<file path="src/rtl/fwr_pkg.sv">
package fwr_pkg;
    localparam int ADDR_W = 32;
    localparam int PAGE_W = 16;
    localparam int HI_W   = ADDR_W - PAGE_W;
    localparam int OFS_W  = 4;

    localparam logic [OFS_W-1:0] CTRL_OFS = 4'h0;
    localparam logic [OFS_W-1:0] BASE_OFS = 4'h8;
    localparam logic [OFS_W-1:0] MASK_OFS = 4'hC;

    localparam int FWH_EN_BIT = 10;
    localparam int FWD_EN_BIT = 8;

    typedef struct packed {
        logic [HI_W-1:0] loc_hi;   // local target upper bits
        logic [HI_W-1:0] host_hi;  // host match upper bits
    } base_t;

    typedef struct packed {
        logic [HI_W-1:0] replace;  // 1 = take bit from base
        logic [HI_W-1:0] keep;     // 1 = take bit from host
    } mask_t;

    typedef struct packed {
        logic            fire;     // translated request
        logic            err;      // rejected request
        logic [ADDR_W-1:0] addr;
    } resp_t;

    function automatic logic is_mapped(input logic [OFS_W-1:0] ofs);
        return (ofs == CTRL_OFS) || (ofs == BASE_OFS) || (ofs == MASK_OFS);
    endfunction
endpackage

</file>
<file path="src/rtl/fwr_regs.sv">
module fwr_regs
    import fwr_pkg::*;
#(
    parameter int DW = ADDR_W
) (
    input  logic             clk,
    input  logic             rst,
    input  logic             wr_en,
    input  logic [OFS_W-1:0] ofs,
    input  logic [DW-1:0]    wdata,
    output logic [DW-1:0]    rdata,
    output logic             win_en,
    output base_t            base_q,
    output mask_t            mask_q
);
    logic [DW-1:0] ctrl_q;

    always_ff @(posedge clk) begin
        if (rst) begin
            ctrl_q <= '0;
            base_q <= '0;
            mask_q <= '0;
        end else if (wr_en) begin
            case (ofs)
                CTRL_OFS: ctrl_q <= wdata;
                BASE_OFS: base_q <= wdata;
                MASK_OFS: mask_q <= wdata;
                default:  ;
            endcase
        end
    end

    always_comb begin
        case (ofs)
            CTRL_OFS: rdata = ctrl_q;
            BASE_OFS: rdata = base_q;
            MASK_OFS: rdata = mask_q;
            default:  rdata = '0;
        endcase
    end

    assign win_en = ctrl_q[FWH_EN_BIT] & ctrl_q[FWD_EN_BIT];

    // a mapped write lands in the addressed register on the next edge
    a_r2_base_write: assert property (@(posedge clk) disable iff (rst)
        (wr_en && ofs == BASE_OFS) |=> (base_q == $past(wdata)));
    a_r2_mask_write: assert property (@(posedge clk) disable iff (rst)
        (wr_en && ofs == MASK_OFS) |=> (mask_q == $past(wdata)));
    // unmapped writes leave the window registers untouched
    a_r2_unmapped_ignored: assert property (@(posedge clk) disable iff (rst)
        (wr_en && !is_mapped(ofs)) |=> ($stable(base_q) && $stable(mask_q) && $stable(ctrl_q)));
endmodule

</file>
<file path="src/rtl/fwr_match.sv">
module fwr_match #(
    parameter int HI_W = 16
) (
    input  logic [HI_W-1:0] host_hi,
    input  logic [HI_W-1:0] win_hi,
    input  logic [HI_W-1:0] keep,
    output logic            hit
);
    logic [HI_W-1:0] cmp_mask;
    assign cmp_mask = ~keep;
    assign hit = ((host_hi & cmp_mask) == (win_hi & cmp_mask));
endmodule

</file>
<file path="src/rtl/fwr_merge.sv">
module fwr_merge #(
    parameter int HI_W = 16
) (
    input  logic [HI_W-1:0] host_hi,
    input  logic [HI_W-1:0] base_hi,
    input  logic [HI_W-1:0] keep,
    input  logic [HI_W-1:0] replace,
    output logic [HI_W-1:0] loc_hi
);
    for (genvar i = 0; i < HI_W; i++) begin : g_bit
        assign loc_hi[i] = (host_hi[i] & keep[i]) | (base_hi[i] & replace[i]);
    end
endmodule

</file>
<file path="src/rtl/fwh_remap_window.sv">
module fwh_remap_window
    import fwr_pkg::*;
(
    input  logic              clk,
    input  logic              rst,
    input  logic              reg_wr_en,
    input  logic [OFS_W-1:0]  reg_ofs,
    input  logic [ADDR_W-1:0] reg_wdata,
    output logic [ADDR_W-1:0] reg_rdata,
    input  logic              host_req_valid,
    input  logic [ADDR_W-1:0] host_req_addr,
    output logic              loc_req_valid,
    output logic [ADDR_W-1:0] loc_req_addr,
    output logic              host_err
);
    logic      win_en;
    base_t     base_q;
    mask_t     mask_q;
    logic      hit;
    logic [HI_W-1:0] merged_hi;
    resp_t     resp_d, resp_q;

    fwr_regs #(.DW(ADDR_W)) u_regs (
        .clk    (clk),
        .rst    (rst),
        .wr_en  (reg_wr_en),
        .ofs    (reg_ofs),
        .wdata  (reg_wdata),
        .rdata  (reg_rdata),
        .win_en (win_en),
        .base_q (base_q),
        .mask_q (mask_q)
    );

    fwr_match #(.HI_W(HI_W)) u_match (
        .host_hi (host_req_addr[ADDR_W-1:PAGE_W]),
        .win_hi  (base_q.host_hi),
        .keep    (mask_q.keep),
        .hit     (hit)
    );

    fwr_merge #(.HI_W(HI_W)) u_merge (
        .host_hi (host_req_addr[ADDR_W-1:PAGE_W]),
        .base_hi (base_q.loc_hi),
        .keep    (mask_q.keep),
        .replace (mask_q.replace),
        .loc_hi  (merged_hi)
    );

    always_comb begin
        resp_d      = resp_q;
        resp_d.fire = 1'b0;
        resp_d.err  = 1'b0;
        if (host_req_valid) begin
            if (win_en && hit) begin
                resp_d.fire = 1'b1;
                resp_d.addr = {merged_hi, host_req_addr[PAGE_W-1:0]};
            end else begin
                resp_d.err = 1'b1;
            end
        end
    end

    always_ff @(posedge clk) begin
        if (rst) resp_q <= '0;
        else     resp_q <= resp_d;
    end

    assign loc_req_valid = resp_q.fire;
    assign host_err      = resp_q.err;
    assign loc_req_addr  = resp_q.addr;

    // reset clears both response outputs
    a_r1_reset_quiet: assert property (@(posedge clk)
        rst |=> (!loc_req_valid && !host_err));
    // outputs are mutually exclusive
    a_r7_exclusive: assert property (@(posedge clk) disable iff (rst)
        !(loc_req_valid && host_err));
    // no request, no response
    a_r7_idle_quiet: assert property (@(posedge clk) disable iff (rst)
        !host_req_valid |=> (!loc_req_valid && !host_err));
    // every request gets exactly one kind of response
    a_r7_one_resp: assert property (@(posedge clk) disable iff (rst)
        host_req_valid |=> $onehot({loc_req_valid, host_err}));
    // a disabled window rejects
    a_r3_disabled_err: assert property (@(posedge clk) disable iff (rst)
        (host_req_valid && !win_en) |=> host_err);
    // low page bits pass straight through
    a_r6_low_pass: assert property (@(posedge clk) disable iff (rst)
        host_req_valid |=> (!loc_req_valid ||
            loc_req_addr[PAGE_W-1:0] == $past(host_req_addr[PAGE_W-1:0])));
endmodule

</file>
<file path="config.mk">
export PLATFORM = sky130hd
export DESIGN_NAME = fwh_remap_window
export DESIGN_NICKNAME = d
export VERILOG_FILES = /design/src/rtl/fwr_pkg.sv /design/src/rtl/fwr_regs.sv /design/src/rtl/fwr_match.sv /design/src/rtl/fwr_merge.sv /design/src/rtl/fwh_remap_window.sv
export SDC_FILE = /design/constraint.sdc
export NUM_CORES = 1
export LEC_CHECK = 0
export BUFFER_PORTS_ARGS = -buffer_cell sky130_fd_sc_hd__buf_2
export CAP_MARGIN = 0
export CORE_ASPECT_RATIO = 1.5
export CORE_MARGIN = 10
export CORE_UTILIZATION = 45
export CTS_CLUSTER_SIZE = 40
export DETAILED_ROUTE_END_ITERATION = 12
export PLACE_DENSITY = 0.69
export RECOVER_POWER = 25
export SLEW_MARGIN = 30
export SYNTH_ARGS = -nofsm -noshare
export SYNTH_HDL_FRONTEND = slang
export SYNTH_SLANG_ARGS = --single-unit
</file>
<file path="constraint.sdc">
create_clock -name clk -period 2.3 [get_ports clk]
set_input_delay 0.345 -clock clk [delete_from_list [all_inputs] [get_ports clk]]
set_output_delay 0.345 -clock clk [all_outputs]
set_load 0.02 [all_outputs]
</file>
==> results of run 1 <==
[cells in the mapped netlist, types with 2 or more instances]
cell type    n
mux2_2       2
o22ai_1      7
a21oi_1     96
and2_0       3
nor2_1      18
clkbuf_1    40
a22oi_1     48
nor2b_1     16
mux2_4       4
nor4_2       2
dfxtp_1    130
xnor2_1     16
mux2_1      10
buf_2       10
nand2_1    260
nand2b_1    32
mux2i_1     16
[report_power, final]
group | internal [mW] | switching [mW] | total [mW]
Combinational | 0.112 | 0.171 | 0.283
Clock | 1.67 | 0.921 | 2.59
Sequential | 2.28 | 0.0179 | 2.29
[metal layers]
metal / routed length (microns) / vias to the layer above / global-route usage
met4: 773 / 0 / 0.09883
met1: 7213 / 2597 / 0.2269
met5: 0 / - / 0
met2: 9234 / 242 / 0.3574
li1: - / 2630 / -
met3: 1279 / 50 / 0.05562
[critical path, delay by kind of cell]
kind,cells,cell delay (ns)
AOI/OAI and AO/OA,1,0.12
buffers and inverters,3,0.65
and+or+nand+nor,3,0.49
[per-stage QoR]
stage            util  setup slack (ns)  std cells  hold WS [ns]
3_5_place_dp   0.5314            0.3661        978        0.4467
3_3_place_gp   0.5314            0.3905        978        0.4406
4_1_cts        0.5777            0.4288       1007        0.1792
2_1_floorplan       -            0.5703        719        0.4366
5_1_grt        0.5725            0.2374       1008        0.1917
6_report       0.5727            0.3284       1009        0.1927
[state kept, by name, indices dropped and copies added, names as in the netlist]
register and count:
host_err 1, loc_req_addr 32, loc_req_valid 1, u_regs.base_q 32, u_regs.ctrl_q 32, u_regs.mask_q 32
[logic make-up after synthesis]
logic type	synth area share
buffers and inverters	0.03681
AND/OR/NAND/NOR	0.2561
multiplexers	0.06297
flip-flops	0.4612
XOR/XNOR	0.02483
AO/OA/AOI/OAI	0.1581
[worst paths after layout]
kind | end | slack, ns | cells after the start
max | reg_rdata[27] | 0.33 | 7
min | u_regs.ctrl_q[4] | 0.19 | 3
max reg2reg | loc_req_addr[26] | 0.48 | 6
min reg2reg | u_regs.ctrl_q[2] | 0.45 | 2
[final cells by class]
class                           instances  area, sq um
Timing Repair Buffer                  154        862.1
Fill cell                            1160         5293
Tap cell                              156        195.2
Clock buffer                           25        525.5
Antenna cell                            2        5.005
Sequential cell                       130         2603
Clock inverter                          4        47.55
Multi-Input combinational cell        538         2856
==> impl_metrics.ini, run 1 <==
[status]
status = finished clean

[critical_path]
critical_path.startpoint_type = input pin
cpMaxStageDelayCell = clkbuf_1
worstSetupEndpointType = output pin
worstSetupPathType = in -> out
timing.critical_path.mode_cell = nand2_1
timing.critical_path.cells = clkbuf_1 -> nand2_1 -> nor3_4 -> buf_12 -> a22oi_1 -> nand2_1 -> buf_2
critical_path.max_stage_delay_ns = 0.23
worstPathMaxFanout = 34
critical_path_arrival_ns = 1.63
launching_point_of_the_worst_reg2reg_path = u_regs.base_q[2]
critical_path.startpoint = reg_ofs[2]
worst_ep_required_time_ns = 1.96

[sta]
grt_setup_unrepaired = false
max_freq_ghz = 0.5072
timing.final.hold_violations = 0
final-setup-viol-count = 0
final.setup_skew_ns = 0.008312
fin_setup_tns_ns = 0
max-slew-margin-rel = 0.4207
maxSlewViolCount = 0
worst_pin_slew_ns = 0.8689
layout_worst_path_cycle_share = 0.8572
layout_min_cycle_time_ns = 1.972

[synth]
total_standard_cell_area_after_synthesis_sq_um = 5643
synthCells = 719
synth.top_cells.by_area = dfxtp_1 (46%), nand2_1 (17%), a21oi_1 (8.5%), a22oi_1 (6.4%), nand2b_1 (3.5%)
async_flop_share = 0
synth_area_per_cell_sq_um = 7.848
synth_warnings = 0
synth_enable_flop_cells = 0
yosys_register_bits = 130
synthDominantCellAreaShare = 0.4612
mappedNetlistNets = 791
most_common_flop_cell_mapped_by_yosys = dfxtp_1
synth_cell_type_count = 26
yosysSeqAreaShare = 0.4612
synth_largest_area_cell = dfxtp_1

[clock_tree]
insertion_delay_ns = 0.41
tritoncts = built
cts_inserted_buffers = 17
cts_hold_repair.buffers = 0
clock_tree.htree_level_count = 4
numClockSinks = 130
ctsResizeCount = 0
cts_post_setup_buffers_inserted = 0
clock-root-buffer = clkbuf_16
clk_pin_slew_ns = 0.05
clock_path_buffers = 2

[global_routing]
first_global_vias = 5426
grt_overflow = 0
globalRouteTotalUtil = 0.2055
grt_max_degree = 39
initial_antenna_violation_count = 1
grt_pass1_wl_microns = 28960

[placed_design]
buffer_ports.inserted = 137
placedInstanceArea_sq_um = 6583
gp_congestion = 0.9387
dp_hpwl_microns = 13260

[floorplanning]
pin_count = 138
floorplan.die.width_microns = 111.4
die_area_sq_um = 17510
design.core.area_sq_um = 12390
floorplan.die.height_microns = 157.2
start_util = 0.4556
placementRows = 50

[drt]
dr.pass1.iters = 5
avgRoutedWirePerCell_microns = 18.34
drc_viols = 0
routed_via_density = 5.470
initialDrtViolationCount = 425
detail-route-antenna-nets = 0
dr_total_vias = 5519
wl_microns = 18500

[pwr]
power-per-cell-area_nw_per_um2 = 727.9
p_total_mw = 5.164
power_leakage_nw = 2.884
worst_ir_drop_vdd_mv = 0.4792

[final_layout]
final_layout_size_suffix_gt1_frac = 0.1821
final_cell_mix = nand2_1 (260), dfxtp_1 (130), buf_2 (101)
mostFrequentLayoutCell = nand2_1
area_growth_syn_to_layout_pct = 25.72
layout.nets = 913
layout.cell_area.non_filler_sq_um = 7094

[min_path]
hold_class = in -> reg
worst_hold_startpoint = reg_wdata[4]

[run]
cap_violations = 0
No activity file was read; power rests on OpenSTA's default activity.
==> inputs of run 2 (changes only) <==
--- a/config.mk
+++ b/config.mk
@@ -8,7 +8,7 @@
 export BUFFER_PORTS_ARGS = -buffer_cell sky130_fd_sc_hd__buf_2
 export CAP_MARGIN = 0
 export CORE_ASPECT_RATIO = 1.5
-export CORE_MARGIN = 10
+export CORE_MARGIN = 2
 export CORE_UTILIZATION = 45
 export CTS_CLUSTER_SIZE = 40
 export DETAILED_ROUTE_END_ITERATION = 12
==> run 2 against run 1 <==
Compared with the run above:
- die area fell by 23%
- first-iteration DRC count is 3.5% lower
- count of clock-buffer cells in the layout fell by 3
- sequential share of layout area is 0.52 points lower
- flip-flop and latch count unchanged
- critical path type unchanged
- critical endpoint is now reg_rdata[15]
- largest cell class unchanged
- highest routed layer unchanged
==> impl_metrics.ini, run 2 (synthesis gave the netlist of run 1 again) <==
[critical_path]
critPathTopFamily = buffers and inverters
critical_path.startpoint_type = input pin
launching_point_of_the_worst_reg2reg_path = u_regs.base_q[3]
reg2regPathDepth = 6
critical_path_arrival_ns = 1.60
cpMaxStageDelayCell = nor3_1
worstSetupPathType = in -> out
worstReg2RegEnd = loc_req_addr[19]
worstPathMaxFanout = 34
rrSetupSlack_ns = 0.46
critical_path.startpoint = reg_ofs[2]
worstSetupEndpointType = output pin
critical_path.max_stage_delay_ns = 0.31
cp.buffers_inverters = 3
timing.critical_path.cells = buf_2 -> nand2_1 -> nor3_1 -> buf_12 -> a22oi_1 -> nand2_1 -> buf_2
worst_ep_required_time_ns = 1.96

[clock_tree]
cts_post_setup_buffers_inserted = 0
tritoncts = built
ctsResizeCount = 0
clock_path_buffers = 2
clock-root-buffer = clkbuf_16
cts_hold_repair.buffers = 0
insertion_delay_ns = 0.41
clock_tree.htree_level_count = 4
clk_pin_slew_ns = 0.06
numClockSinks = 130
cts_inserted_buffers = 17

[pwr]
power-per-cell-area_nw_per_um2 = 799.1
worst_ir_drop_vdd_mv = 0.4747
power_leakage_nw = 2.929

[status]
status = finished clean

[sta]
final-setup-viol-count = 0
max-slew-margin-rel = 0.4439
layout_min_cycle_time_ns = 1.941
grt_setup_unrepaired = false
maxSlewViolCount = 0
fin_setup_tns_ns = 0
max_freq_ghz = 0.5152
timing.final.hold_violations = 0
worst_pin_slew_ns = 0.8342
final.setup_skew_ns = 0.007933
layout_worst_path_cycle_share = 0.8438

[drt]
drc_viols = 0
avgRoutedWirePerCell_microns = 17.90
initialDrtViolationCount = 410
detail-route-antenna-nets = 0
dr_total_vias = 5561
dr.pass1.iters = 8
routed_via_density = 5.500
wl_microns = 18090

[global_routing]
grt_use_met3 = 0.06040
gr-max-usage-layer = met2
globalRouteTotalUtil = 0.2691
global_route.usage.met1 = 0.3025
grt_util_met2 = 0.4766
initial_antenna_violation_count = 0
grt_pass1_wl_microns = 27460
grt_max_degree = 49
grt_overflow = 0
first_global_vias = 5443

[floorplanning]
floorplan.die.width_microns = 95.43
pin_count = 138
placementRows = 50
floorplan.die.height_microns = 141.2
start_util = 0.4556
design.core.area_sq_um = 12390
die_area_sq_um = 13470

[placed_design]
dp_hpwl_microns = 12370
buffer_ports.inserted = 137
gp_congestion = 0.8543

[final_layout]
final_layout_size_suffix_gt1_frac = 0.1848
layout.nets = 914
mostFrequentLayoutCell = nand2_1
fillerInstances = 1173
antenna_cells_inserted = 0
final_cell_mix = nand2_1 (260), dfxtp_1 (130), buf_2 (102)
postLayoutCoreUtil = 0.5810
area_growth_syn_to_layout_pct = 27.54

[min_path]
worst_hold_path.num_cells = 3
hold_class = in -> reg
worst_hold_startpoint = host_req_addr[15]
worstHoldEndpoint = loc_req_addr[15]

[run]
cap_violations = 0
## run 2: cell count changes in the layout (fill, tap and decap cells not counted), sizes merged
cell,change
buf,+3
bufinv,+6
diode,-2
clkbuf,-5
## run 2: power breakdown
part / leakage, nW / switching (mW) / internal [mW] / total (mW)
combinational: 1.55 / 0.177 / 0.113 / 0.291
clock: 0.334 / 0.969 / 2.20 / 3.17
sequential: 1.05 / 0.0186 / 2.28 / 2.29
total: 2.93 / 1.17 / 4.59 / 5.75
## run 2: layout make-up
cell class              count  area, sq um  area share
clock inverters            10        227.7     0.03164
clock buffers              22        464.2     0.06450
multi-input cells         538         2845      0.3953
repair buffers            155        862.1      0.1198
flip-flops and latches    130         2603      0.3616
well taps                 156        195.2     0.02712
## run 2: routing by layer
| layer | wire length, microns | vias up |
|---|---|---|
| met4 | 628 | 0 |
| met5 | 0 | - |
| li1 | - | 2629 |
| met3 | 1457 | 45 |
| met2 | 9357 | 292 |
| met1 | 6651 | 2595 |
## run 2: tightest hold or removal path, stage by stage
cell and delay [ns]:
buf_2 0.10, nand2b_1 0.06, mux2i_1 0.06
## run 2: worst max path at each step
stage / slack, ns / end / cells past startpoint
global placement: 0.40 / loc_req_addr[25] / 7
detailed placement: 0.37 / loc_req_addr[19] / 7
CTS: 0.44 / loc_req_addr[19] / 6
global route: 0.25 / u_regs.mask_q[28] / 8
floorplan: 0.57 / reg_rdata[0] / 4
finish: 0.36 / reg_rdata[15] / 7
## run 2: metrics by stage
stage / total power [mW] / hold WS (ns) / area, sq um / cells / setup WS, ns
global placement: 2.623 / 0.4411 / 6578 / 979 / 0.4030
CTS: 5.774 / 0.1852 / 7269 / 1011 / 0.4425
finish: 5.751 / 0.1929 / 7197 / 1011 / 0.3592
detailed placement: 2.631 / 0.4477 / 6578 / 979 / 0.3667
floorplan: 2.469 / 0.4366 / 5643 / 719 / 0.5703
global route: 5.910 / 0.1812 / 7197 / 1011 / 0.2510
